## src/rtl/svb_pkg.sv

```systemverilog
package svb_pkg;

    localparam int DATA_W      = 32;
    localparam int BYTE_W      = 8;
    localparam int NBYTES      = DATA_W / BYTE_W;
    localparam int NUM_REGS    = 2;
    localparam int VERB_W      = 12;
    localparam int NID_W       = 8;
    localparam int CAD_W       = 4;
    localparam int REG_IDX_W   = (NUM_REGS > 1) ? $clog2(NUM_REGS) : 1;
    localparam int BYTE_IDX_W  = $clog2(NBYTES);

    // read verb of register r is REG_VERB_BASE + r*REG_VERB_STRIDE,
    // byte-write verbs follow it in byte order
    localparam int REG_VERB_BASE   = 'hFA6;
    localparam int REG_VERB_STRIDE = NBYTES + 1;
    localparam logic [VERB_W-1:0] VERB_HOST_IRQ = 12'hF80;

    localparam int TRIG_BIT  = DATA_W - 1;
    localparam int TRIG_BYTE = NBYTES - 1;

    typedef enum logic [1:0] {
        OP_NONE,
        OP_READ,
        OP_WRITE,
        OP_IRQ
    } op_e;

    typedef struct packed {
        logic [CAD_W-1:0]  cad;
        logic [NID_W-1:0]  nid;
        logic [VERB_W-1:0] verb;
        logic [BYTE_W-1:0] payload;
    } cmd_t;

    typedef struct packed {
        op_e                   op;
        logic [REG_IDX_W-1:0]  reg_idx;
        logic [BYTE_IDX_W-1:0] byte_idx;
    } dec_t;

    function automatic dec_t decode_verb(input logic [VERB_W-1:0] verb);
        dec_t d;
        d = '{op: OP_NONE, reg_idx: '0, byte_idx: '0};
        if (verb == VERB_HOST_IRQ) begin
            d.op = OP_IRQ;
        end
        for (int r = 0; r < NUM_REGS; r++) begin
            if (verb == VERB_W'(REG_VERB_BASE + r * REG_VERB_STRIDE)) begin
                d.op      = OP_READ;
                d.reg_idx = REG_IDX_W'(r);
            end
            for (int b = 0; b < NBYTES; b++) begin
                if (verb == VERB_W'(REG_VERB_BASE + r * REG_VERB_STRIDE + 1 + b)) begin
                    d.op       = OP_WRITE;
                    d.reg_idx  = REG_IDX_W'(r);
                    d.byte_idx = BYTE_IDX_W'(b);
                end
            end
        end
        return d;
    endfunction

endpackage

```

## src/rtl/svb_decode.sv

```systemverilog
module svb_decode
    import svb_pkg::*;
#(
    parameter logic [CAD_W-1:0] CODEC_ADDR = '0,
    parameter logic [NID_W-1:0] LEG_NID    = 8'h01,
    parameter logic [NID_W-1:0] CONV_NID   = 8'h04
) (
    input  logic cmd_valid,
    input  cmd_t cmd,
    input  logic mode_new,
    output dec_t dec
);

    logic [NID_W-1:0] own_nid;
    logic             hit;
    dec_t             raw;

    assign own_nid = mode_new ? CONV_NID : LEG_NID;
    assign hit     = cmd_valid && (cmd.cad == CODEC_ADDR) && (cmd.nid == own_nid);
    assign raw     = decode_verb(cmd.verb);

    always_comb begin
        dec = raw;
        if (!hit) begin
            dec.op = OP_NONE;
        end else if (raw.op == OP_IRQ && (!mode_new || cmd.payload == '0)) begin
            dec.op = OP_NONE;
        end
    end

endmodule

```

## src/rtl/svb_scratch.sv

```systemverilog
module svb_scratch
    import svb_pkg::*;
(
    input  logic                  clk,
    input  logic                  rst,
    input  logic                  wr_en,
    input  logic [BYTE_IDX_W-1:0] byte_idx,
    input  logic [BYTE_W-1:0]     wdata,
    output logic [DATA_W-1:0]     q
);

    for (genvar b = 0; b < NBYTES; b++) begin : g_lane
        always_ff @(posedge clk) begin
            if (rst) begin
                q[b*BYTE_W +: BYTE_W] <= '0;
            end else if (wr_en && byte_idx == BYTE_IDX_W'(b)) begin
                q[b*BYTE_W +: BYTE_W] <= wdata;
            end
        end
    end

endmodule

```

## src/rtl/svb_irq.sv

```systemverilog
module svb_irq
    import svb_pkg::*;
(
    input  logic clk,
    input  logic rst,
    input  logic mode_new,
    input  logic trig_wr,
    input  logic new_trig,
    input  logic cur_trig,
    input  logic irq_verb,
    output logic irq_pulse
);

    logic fire;

    assign fire = mode_new ? irq_verb : (trig_wr && (new_trig != cur_trig));

    always_ff @(posedge clk) begin
        if (rst) begin
            irq_pulse <= 1'b0;
        end else begin
            irq_pulse <= fire;
        end
    end

endmodule

```

## src/rtl/verb_scratch_bridge.sv

```systemverilog
module verb_scratch_bridge
    import svb_pkg::*;
#(
    parameter logic [CAD_W-1:0] CODEC_ADDR = '0,
    parameter logic [NID_W-1:0] LEG_NID    = 8'h01,
    parameter logic [NID_W-1:0] CONV_NID   = 8'h04
) (
    input  logic              clk,
    input  logic              rst,
    input  logic              mode_new,
    input  logic              cmd_valid,
    input  logic [CAD_W-1:0]  cmd_cad,
    input  logic [NID_W-1:0]  cmd_nid,
    input  logic [VERB_W-1:0] cmd_verb,
    input  logic [BYTE_W-1:0] cmd_data,
    output logic              rsp_valid,
    output logic [DATA_W-1:0] rsp_data,
    output logic              irq_pulse
);

    cmd_t              cmd;
    dec_t              dec;
    logic [DATA_W-1:0] reg_q [NUM_REGS];
    logic [DATA_W-1:0] rsp_next;
    logic [DATA_W-1:0] scr0_q;
    logic [DATA_W-1:0] scr1_q;
    logic              trig_wr;

    assign cmd = '{cad: cmd_cad, nid: cmd_nid, verb: cmd_verb, payload: cmd_data};

    svb_decode #(
        .CODEC_ADDR (CODEC_ADDR),
        .LEG_NID    (LEG_NID),
        .CONV_NID   (CONV_NID)
    ) i_decode (
        .cmd_valid (cmd_valid),
        .cmd       (cmd),
        .mode_new  (mode_new),
        .dec       (dec)
    );

    for (genvar r = 0; r < NUM_REGS; r++) begin : g_reg
        svb_scratch i_scratch (
            .clk      (clk),
            .rst      (rst),
            .wr_en    (dec.op == OP_WRITE && dec.reg_idx == REG_IDX_W'(r)),
            .byte_idx (dec.byte_idx),
            .wdata    (cmd_data),
            .q        (reg_q[r])
        );
    end

    assign scr0_q  = reg_q[0];
    assign scr1_q  = reg_q[1];
    assign trig_wr = (dec.op == OP_WRITE) && (dec.reg_idx == '0)
                     && (dec.byte_idx == BYTE_IDX_W'(TRIG_BYTE));

    svb_irq i_irq (
        .clk       (clk),
        .rst       (rst),
        .mode_new  (mode_new),
        .trig_wr   (trig_wr),
        .new_trig  (cmd_data[BYTE_W-1]),
        .cur_trig  (scr0_q[TRIG_BIT]),
        .irq_verb  (dec.op == OP_IRQ),
        .irq_pulse (irq_pulse)
    );

    assign rsp_next = (dec.op == OP_READ) ? reg_q[dec.reg_idx] : '0;

    always_ff @(posedge clk) begin
        if (rst) begin
            rsp_valid <= 1'b0;
            rsp_data  <= '0;
        end else begin
            rsp_valid <= cmd_valid;
            rsp_data  <= rsp_next;
        end
    end

endmodule

```

## config.mk

```make
export PLATFORM = sky130hd
export DESIGN_NAME = verb_scratch_bridge
export DESIGN_NICKNAME = d
export VERILOG_FILES = /design/src/rtl/svb_pkg.sv /design/src/rtl/svb_decode.sv /design/src/rtl/svb_scratch.sv /design/src/rtl/svb_irq.sv /design/src/rtl/verb_scratch_bridge.sv
export SDC_FILE = /design/constraint.sdc
export NUM_CORES = 1
export LEC_CHECK = 0
export ABC_CLOCK_PERIOD_IN_PS = 6350
export BUFFER_PORTS_ARGS = -buffer_cell sky130_fd_sc_hd__buf_2
export CAP_MARGIN = 20
export CORE_UTILIZATION = 30
export DETAILED_ROUTE_END_ITERATION = 7
export GPL_ROUTABILITY_DRIVEN = 1
export SETUP_SLACK_MARGIN = 0.02
export SYNTH_ARGS = -nofsm -noshare
export SYNTH_HDL_FRONTEND = slang
export SYNTH_SLANG_ARGS = --single-unit
```

## constraint.sdc

```tcl
create_clock -name clk -period 6.35 [get_ports clk]
set_clock_uncertainty 0.05 [all_clocks]
set_input_delay 1.27 -clock clk [delete_from_list [all_inputs] [get_ports clk]]
set_output_delay 1.27 -clock clk [all_outputs]
set_load 0.02 [all_outputs]
```

# == Word-level counts from Yosys, hierarchy flattened ==
# Cells that the tools add are included.
# word_totals
elab_cells,73
regBits,98
# classes
n_reduce_logical,20
bitwise,3
n_eq_ne,20
magnitude_cmp,1
mux,18
# op_table
cell,n
"12-bit == test, second input constant",11
32-bit 2-to-1 mux,3
5-bit 2-to-1 mux,8
1-bit logical AND,14
"2-bit == test, second input constant",5
3-bit 2-to-1 mux,3
8-bit == test,1
8-bit logical NOT,1
2-bit 2-to-1 mux,3
"2-bit by 1-bit == test with 1-bit output, second input constant",2
4-bit logical NOT,1
"2-bit greater-or-equal comparator, second input constant",1
2-bit logical NOT,1
1-bit inverter,2
1-bit inverter with 2-bit output,1
2-bit OR reduction,1
1-bit logical NOT,1
1-bit logical OR,1
1-bit 2-to-1 mux,1
1-bit inequality test,1

# == Depth between registers and ports, before layout ==
# Gate-level depths: netlist of run 1.
# depth
depth_word,21
mapped_depth,7
depth_no_buf,4

# == Modules after synthesis ==
# Synthesis of run 1 repeated with hierarchy kept, for this count alone.
# unflattened
cells_unflattened,389
area_unflattened_um2,4115.2
# modules_own_cells
module,n_inst,area_per_inst_um2,seq_area_each_um2,cells_each
svb_scratch,2,1285.0,640.6,116
verb_scratch_bridge,1,1203.7,660.6,111
svb_decode,1,294.0,0.0,41
svb_irq,1,47.5,20.0,5

# == Least setup slack after synthesis of run 1 ==
# Ideal clock, no wire load.
# synth_timing
path_kind,input -> register
start,input cmd_cad[2]
end,register g_reg[1].i_scratch.q[16]
required_time_ps,6171
arrival_ps,2981
path_stages,5
slack_ps,3190
cell_sequence,or4_1 -> a2111o_1 -> or4_1 -> buf_2 -> mux2i_1
# synth_between
elab_chain_cells,7
# synth_lines
element,line,source
start: declaration,verb_scratch_bridge.sv:12,"input logic [CAD_W-1:0] cmd_cad,"
4-bit logical NOT,svb_decode.sv:19,assign hit = cmd_valid && (cmd.cad == CODEC_ADDR) && (cmd.nid == own_nid);
1-bit logical AND (2 in a row),svb_decode.sv:19,
2-bit 2-to-1 mux,svb_decode.sv:24,if (!hit) begin
2-bit == test,verb_scratch_bridge.sv:46,".wr_en (dec.op == OP_WRITE && dec.reg_idx == REG_IDX_W'(r)),"
1-bit logical AND,verb_scratch_bridge.sv:46,
1-bit logical AND,svb_scratch.sv:16,end else if (wr_en && byte_idx == BYTE_IDX_W'(b)) begin
end signal: indexed assignment,svb_scratch.sv:17,q[b*BYTE_W +: BYTE_W] <= wdata;
end: declaration,svb_scratch.sv:9,output logic [DATA_W-1:0] q
# No other way between the ends.
# A chain may end at the register's enable or synchronous reset.

# == Final worst setup path of run 1 ==
# layout_timing
start,input cmd_cad[1]
end,register g_reg[1].i_scratch.q[13]
# The elaborated chain is that of the path after synthesis.

==> results of run 1 <==
==> sequential cells by signal, indices dropped and copies added, names as in the netlist <==
register         flops
rsp_valid            1
rsp_data            32
g.i_scratch.q       64
i_irq.irq_pulse      1
==> per-stage QoR <==
stage          utilization (%)  setup slack, ns  area (sq um)  total power, W  hold WS, ns
2_1_floorplan                -             3.19          4040        0.000657        0.382
3_3_place_gp              34.2             2.52          4510        0.000677        0.393
3_5_place_dp              34.2             2.44          4510        0.000678        0.395
4_1_cts                   36.3             2.80          4790         0.00121        0.404
5_1_grt                   36.3             2.69          4790         0.00124        0.420
6_report                  36.3             2.80          4790         0.00119        0.401
==> cell usage in the layout (no fill, tap or decap), drive strengths merged <==
cell      n
clkinv    2
and4      1
buf      72
clkbuf   12
and4b     2
xor2      1
a21o      1
nor2      1
and3b     1
nand4b    3
nand3b    4
dfxtp    98
mux2i    64
bufinv    1
a2111oi   1
and3      1
nand3     2
nor4      3
or4       3
nor3      2
a2111o    1
nor2b     1
nand2    68
nand4     6
nand2b   73
a21oi    34
or3b      3
a21boi    1
and2      3
or4b      2
or3       3
==> routing by layer <==
layer  GRT usage (%)  share of wire, %  routed length, microns  up-vias
met3            4.02               4.4                     421       11
met4            4.97               1.3                     124        0
met1            17.6                45                    4340     1412
met2            24.9                49                    4710       54
met5               0                 0                       0        -
li1                -                 -                       -     1485
==> power groups by stage <==
stage / combinational (W) / clock, W / sequential [W]
6_report: 0.0000491 / 0.000530 / 0.000615
5_1_grt: 0.0000532 / 0.000568 / 0.000614
4_1_cts: 0.0000489 / 0.000549 / 0.000615
3_5_place_dp: 0.0000490 / 0 / 0.000629
3_3_place_gp: 0.0000478 / 0 / 0.000629
2_1_floorplan: 0.0000278 / 0 / 0.000629
==> worst min path at each step <==
stage	depth (start not counted)	start	endpoint	slack [ns]
6_report	2	g_reg[0].i_scratch.q[7]$_SDFFE_PP0P_	rsp_data[7]$_SDFF_PP0_	0.40
4_1_cts	2	g_reg[1].i_scratch.q[27]$_SDFFE_PP0P_	rsp_data[27]$_SDFF_PP0_	0.40
3_3_place_gp	2	g_reg[0].i_scratch.q[25]$_SDFFE_PP0P_	rsp_data[25]$_SDFF_PP0_	0.39
2_1_floorplan	2	g_reg[0].i_scratch.q[0]$_SDFFE_PP0P_	rsp_data[0]$_SDFF_PP0_	0.38
5_1_grt	2	g_reg[0].i_scratch.q[28]$_SDFFE_PP0P_	rsp_data[28]$_SDFF_PP0_	0.42
3_5_place_dp	2	g_reg[0].i_scratch.q[7]$_SDFFE_PP0P_	rsp_data[7]$_SDFF_PP0_	0.39
==> worst reg2reg max path, cell delays in order (launching register included) <==
cell and delay (ns):
dfxtp_1 0.38, xor2_1 0.16, nand4b_1 0.13, or3_1 0.33
a21boi_1 0.11
==> cell families after synthesis <==
group,Yosys count
compound gates,38
xor+xnor,1
buf+inv,32
flops,98
mux,64
simple gates,182
==> cell type report <==
class / count / area (sq um) / area share (%)
well taps: 176 / 220 / 4.59
multi-input cells: 285 / 1960 / 40.8
clock inverters: 3 / 40.0 / 0.835
flip-flops and latches: 98 / 1960 / 40.9
repair buffers: 72 / 368 / 7.67
clock buffers: 12 / 246 / 5.14
==> out/qor.yml, run 1 <==
setup_path:
  crit_chain: "buf_2 > or4b_4 > a2111oi_4 > nand4b_1 > mux2i_1"
  cp.required_ns: 6.56
  critical_path_buf_inv_count: 1
  crit_start: "cmd_cad[1]"
  rrSetupSlack_ns: 5.12
  startpoint_type: "input port"
  criticalPathCategory: "in -> reg"
  cp_max_fo: 8
  crit_family: "simple AND/OR/NAND/NOR gates"
  path_depth: 5
  r2r_start: "g_reg[0].i_scratch.q[31]$_SDFFE_PP0P_"
  crit_path_end: "g_reg[1].i_scratch.q[13]$_SDFFE_PP0P_"
  r2r_cells: 4
  arrival_ns: 3.76
  critPathCaptureType: "register"
  worst_r2r_endpoint: "i_irq.irq_pulse$_SDFF_PP0_"
  critPathSlowestCell: "a2111oi_4"
  cp_slowest_stage_delay_ns: 0.78
sta:
  fmax_mhz: 281
  drv_slew: 0
  fin_crit_sh_pct: 56.0
  max_slew.worst_pin.slew_ns: 1.01
  fin_setup_tns_ns: 0
  setup_violations: 0
  fin_crit_ns: 3.55
  hold_viol_final: 0
  rsz0062_at_grt: "false"
  max_slew_margin_pct: 32.4
drt:
  dr.pass1.iters: 4
  wire_per_inst_microns: 14.8
  drcViolationCount: 0
  vias_per_cell: 4.59
  postRouteAntennaNets: 0
  drt_iter0_drc: 134
  dr_total_vias: 2962
  drt_wl_total_microns: 9590
synthesis:
  yosys_warnings: 0
  yosysSeqAreaShare_pct: 48.5
  synth.most_common_cell: "dfxtp_1"
  ys.flop_type: "dfxtp_1"
  synth_mux_area_share_pct: 15.8
  post_synth.cell_area_avg_sq_um: 9.74
  synth_top_area_share_pct: 48.5
  syn_inst: 415
  synthDistinctLibCells: 35
  synth_compound_area_share_pct: 5.54
  synth_seq_cells: 98
  syn-cell-area_sq_um: 4040
  yosys.area_share.adder_pct: 0
  synth_area_leaders: "dfxtp_1 (49%), mux2i_1 (16%), nand2b_1 (11%)"
  synth.top_cells.by_count: "dfxtp_1 (98), nand2b_1 (73), nand2_1 (68)"
  async_reset_ff_share_pct: 0
  synth_top_family_by_area: "simple AND/OR/NAND/NOR gates"
  synthesis.nets: 451
  synth_edf_count: 0
  synth-simple-area-share_pct: 26.8
  synth_top_area_cell: "dfxtp_1"
  synthXorXnorAreaFrac_pct: 0.217
placed_design:
  port_buffers: 69
  place_inst: 631
  place_congestion: 0.795
  dp_hpwl_microns: 6040
global_route:
  grtUsageTotal_pct: 14.6
  grt_max_degree: 77
  grt_pass1_vias: 3072
  gr-total-overflow: 0
  grt_pass1_wl_microns: 15600
  antenna_found_initial: 0
floorplanning:
  io_pins: 70
  core_area_sq_um: 13200
  start_util_pct: 30.6
  die_area_sq_um: 13900
  rows: 42
  die_w_microns: 118
  die_y_microns: 118
cts:
  post_cts_buffers: 0
  tritoncts: "built"
  holdBufCountCts: 0
  path_clk_slew_ns: 0.06
  cts.path.max_buffers: 2
  cts_sinks: 98
  clk_latency_ns: 0.34
  cts_buffers: 9
  cts_resized: 0
  ctsHtreeMaxLevel: 3
  cts_root_buffer: "clkbuf_16"
min_path:
  hp-class: "reg -> reg"
run_status:
  status: "complete, no violations"
power_and_ir_drop:
  irDropWorstVdd_uv: 126
  powerDensity_nw_per_um2: 249
  p_leak_nw: 2.11
  switching_share_pct: 20.6
  p_int_w: 0.000948
  pwr-share-seq_pct: 51.5
  clkPwrFrac_pct: 44.4
  combinationalPowerShare_pct: 4.1
  p_sw_w: 0.000245
layout:
  layout.nets: 502
  syn_to_final_growth_pct: 18.6
  fin_cells: 646
  drive_above_1_share_pct: 20.0
  fill_cells: 1353
  antenna_cells: 0
flow_run:
  drv_cap: 0
No activity file was read; power rests on OpenSTA's default activity.
==> inputs of run 2 (changes only) <==
Settings changed: ABC_CLOCK_PERIOD_IN_PS 6350 to 3200.
Clock period 6.35 ns to 3.2 ns, I/O delays scaled along.
==> run 2 against run 1 <==
Compared with the run above: worst setup slack lost 2.1 ns; combinational power increased by 96%; final cell count up 1.1%; clock power increased by 120%; sequential share of layout area down 0.66 points; via count grew 2.1%; utilization is 0.60 points higher; register-to-register slack got worse by 3.1 ns; sequential power increased by 98%; wire length shrank 1.0%; power increased by 110%; highest routed layer unchanged.
==> out/qor.yml, run 2 (synthesis results as in run 1) <==
drt:
  wire_per_inst_microns: 14.5  # was 14.8 microns
  dr.pass1.iters: 4  # unchanged
  vias_per_cell: 4.63  # was 4.59
  drt_iter0_drc: 144  # was 134
  postRouteAntennaNets: 0  # unchanged
  drt_wl_total_microns: 9490  # was 9590 microns
  dr_total_vias: 3024  # was 2962
  drcViolationCount: 0  # unchanged
setup_path:
  criticalPathCategory: "in -> reg"  # unchanged
  critPathSlowestCell: "or4_1"  # was a2111oi_4
  crit_top_cell: "or4_1"
  critPathCaptureType: "register"  # unchanged
  startpoint_type: "input port"  # unchanged
  crit_chain: "buf_2 > or4_1 > a2111o_1 > or4_1 > mux2i_1"  # was buf_2 > or4b_4 > a2111oi_4 > nand4b_1 > mux2i_1
  cp_max_fo: 8  # unchanged
  cp.required_ns: 3.34  # was 6.56 ns
  arrival_ns: 2.66  # was 3.76 ns
  cp_slowest_stage_delay_ns: 0.74  # was 0.78 ns
floorplanning:
  die_w_microns: 118  # unchanged
  rows: 42  # unchanged
  start_util_pct: 30.6  # unchanged
  io_pins: 70  # unchanged
  die_y_microns: 118  # unchanged
  die_area_sq_um: 13900  # unchanged
  core_area_sq_um: 13200  # unchanged
layout:
  antenna_cells: 0  # unchanged
  syn_to_final_growth_pct: 20.5  # was 18.6%
  largest_reg_flops: 64  # unchanged
  mostFrequentLayoutCell: "dfxtp_1"  # unchanged
  multi_input_area_sq_um: 1960  # unchanged
  mostFrequentLayoutCells: "dfxtp_1 (98), nand2b_1 (73), buf_2 (69)"  # unchanged
  fin_area_sq_um: 4870  # was 4790 sq um
  layout.nets: 508  # was 502
  fill_cells: 1335  # was 1353
  regMostFlops: "g.i_scratch.q"  # unchanged
  ff_latch_area_sq_um: 1960  # unchanged
  drive_above_1_share_pct: 21.4  # was 20.0%
  reg.largest.list: "g.i_scratch.q x64, rsp_data x32"  # unchanged
cts:
  ctsHtreeMaxLevel: 3  # unchanged
  cts_root_buffer: "clkbuf_16"  # unchanged
  post_cts_buffers: 0  # unchanged
  clk_latency_ns: 0.34  # about the same
  path_clk_slew_ns: 0.06  # about the same
  tritoncts: "built"  # unchanged
  cts_resized: 0  # unchanged
  cts_sinks: 98  # unchanged
  cts.path.max_buffers: 2  # unchanged
  cts_buffers: 9  # unchanged
  holdBufCountCts: 0  # unchanged
power_and_ir_drop:
  p_leak_nw: 2.16  # was 2.11 nW
  finalPower_w: 0.00247  # was 0.00119 W
  powerDensity_nw_per_um2: 507  # was 249 nW/um^2
  irDropWorstVdd_uv: 251  # was 126 uV
global_route:
  grt_pass1_vias: 3156  # was 3072
  antenna_found_initial: 0  # unchanged
  gr-total-overflow: 0  # unchanged
  grt_max_degree: 66  # was 77
  grt_pass1_wl_microns: 16100  # was 15600 microns
  grtUsageTotal_pct: 14.7  # was 14.6%
flow_run:
  drv_cap: 0  # unchanged
sta:
  fmax_mhz: 398
  max_slew_margin_pct: 66.5  # was 32.4%
  fin_crit_ns: 2.51
  fin_setup_tns_ns: 0  # unchanged
  hold_viol_final: 0  # unchanged
  setup_violations: 0  # unchanged
  fin_crit_sh_pct: 78.6
  drv_slew: 0  # unchanged
  whs_ns: 0.406  # was 0.401 ns
  rsz0062_at_grt: "false"  # unchanged
  max_slew.worst_pin.slew_ns: 0.502  # was 1.01 ns
run_status:
  status: "complete, no violations"  # unchanged
placed_design:
  port_buffers: 69  # unchanged
  place_congestion: 0.803  # was 0.795
  placed_area_sq_um: 4550  # was 4510 sq um
  dp_hpwl_microns: 6290  # was 6040 microns
min_path:
  hp-class: "reg -> reg"  # unchanged
==> run 2: critical path, delay by kind of cell <==
| kind | cells | cell delay [ns] |
|---|---|---|
| AND/OR/NAND/NOR | 2 | 1.26 |
| AO/OA/AOI/OAI | 1 | 0.45 |
| multiplexers | 1 | 0.21 |
| buffers and inverters | 1 | 0.10 |
==> run 2: path summary, 6_finish.rpt <==
kind                                              start                                    end  slack [ns]  depth (start not counted)
setup / recovery                             cmd_cad[2]  g_reg[1].i_scratch.q[21]$_SDFFE_PP0P_        0.69                          5
hold / removal    g_reg[0].i_scratch.q[27]$_SDFFE_PP0P_                rsp_data[27]$_SDFF_PP0_        0.41                          2
setup reg to reg  g_reg[0].i_scratch.q[31]$_SDFFE_PP0P_             i_irq.irq_pulse$_SDFF_PP0_        1.99                          4
hold reg to reg   g_reg[0].i_scratch.q[27]$_SDFFE_PP0P_                rsp_data[27]$_SDFF_PP0_        0.41                          2
==> run 2: layout make-up <==
cell class / instances / area share [%]
sequential: 98 / 40.3
multi-input combinational: 285 / 40.2
timing repair buffer: 78 / 8.47
clock buffer: 11 / 4.98
tap: 176 / 4.52
clock inverter: 5 / 1.59
==> run 2: stage by stage <==
stage               cells  utilization, %  setup WS, ns
global placement      637            34.5         0.383
CTS                   653            36.9         0.693
floorplan             415               -         0.670
global route          653            36.9         0.646
finish                653            36.9         0.686
detailed placement    637            34.5         0.349
==> run 2: routing by layer <==
| layer | global-route usage (%) | vias to the layer above | share of wire [%] |
|---|---|---|---|
| met1 | 17.2 | 1449 | 44 |
| met2 | 25.9 | 55 | 50 |
| met4 | 5.13 | 0 | 2.1 |
| met3 | 3.83 | 16 | 3.7 |
| li1 | - | 1504 | - |
| met5 | 0 | - | 0 |
==> run 2: power by group <==
part / switching (W) / internal [W]
logic: 0.0000546 / 0.0000418
registers: 0.000000104 / 0.00122
clock network: 0.000449 / 0.000704
total: 0.000503 / 0.00197
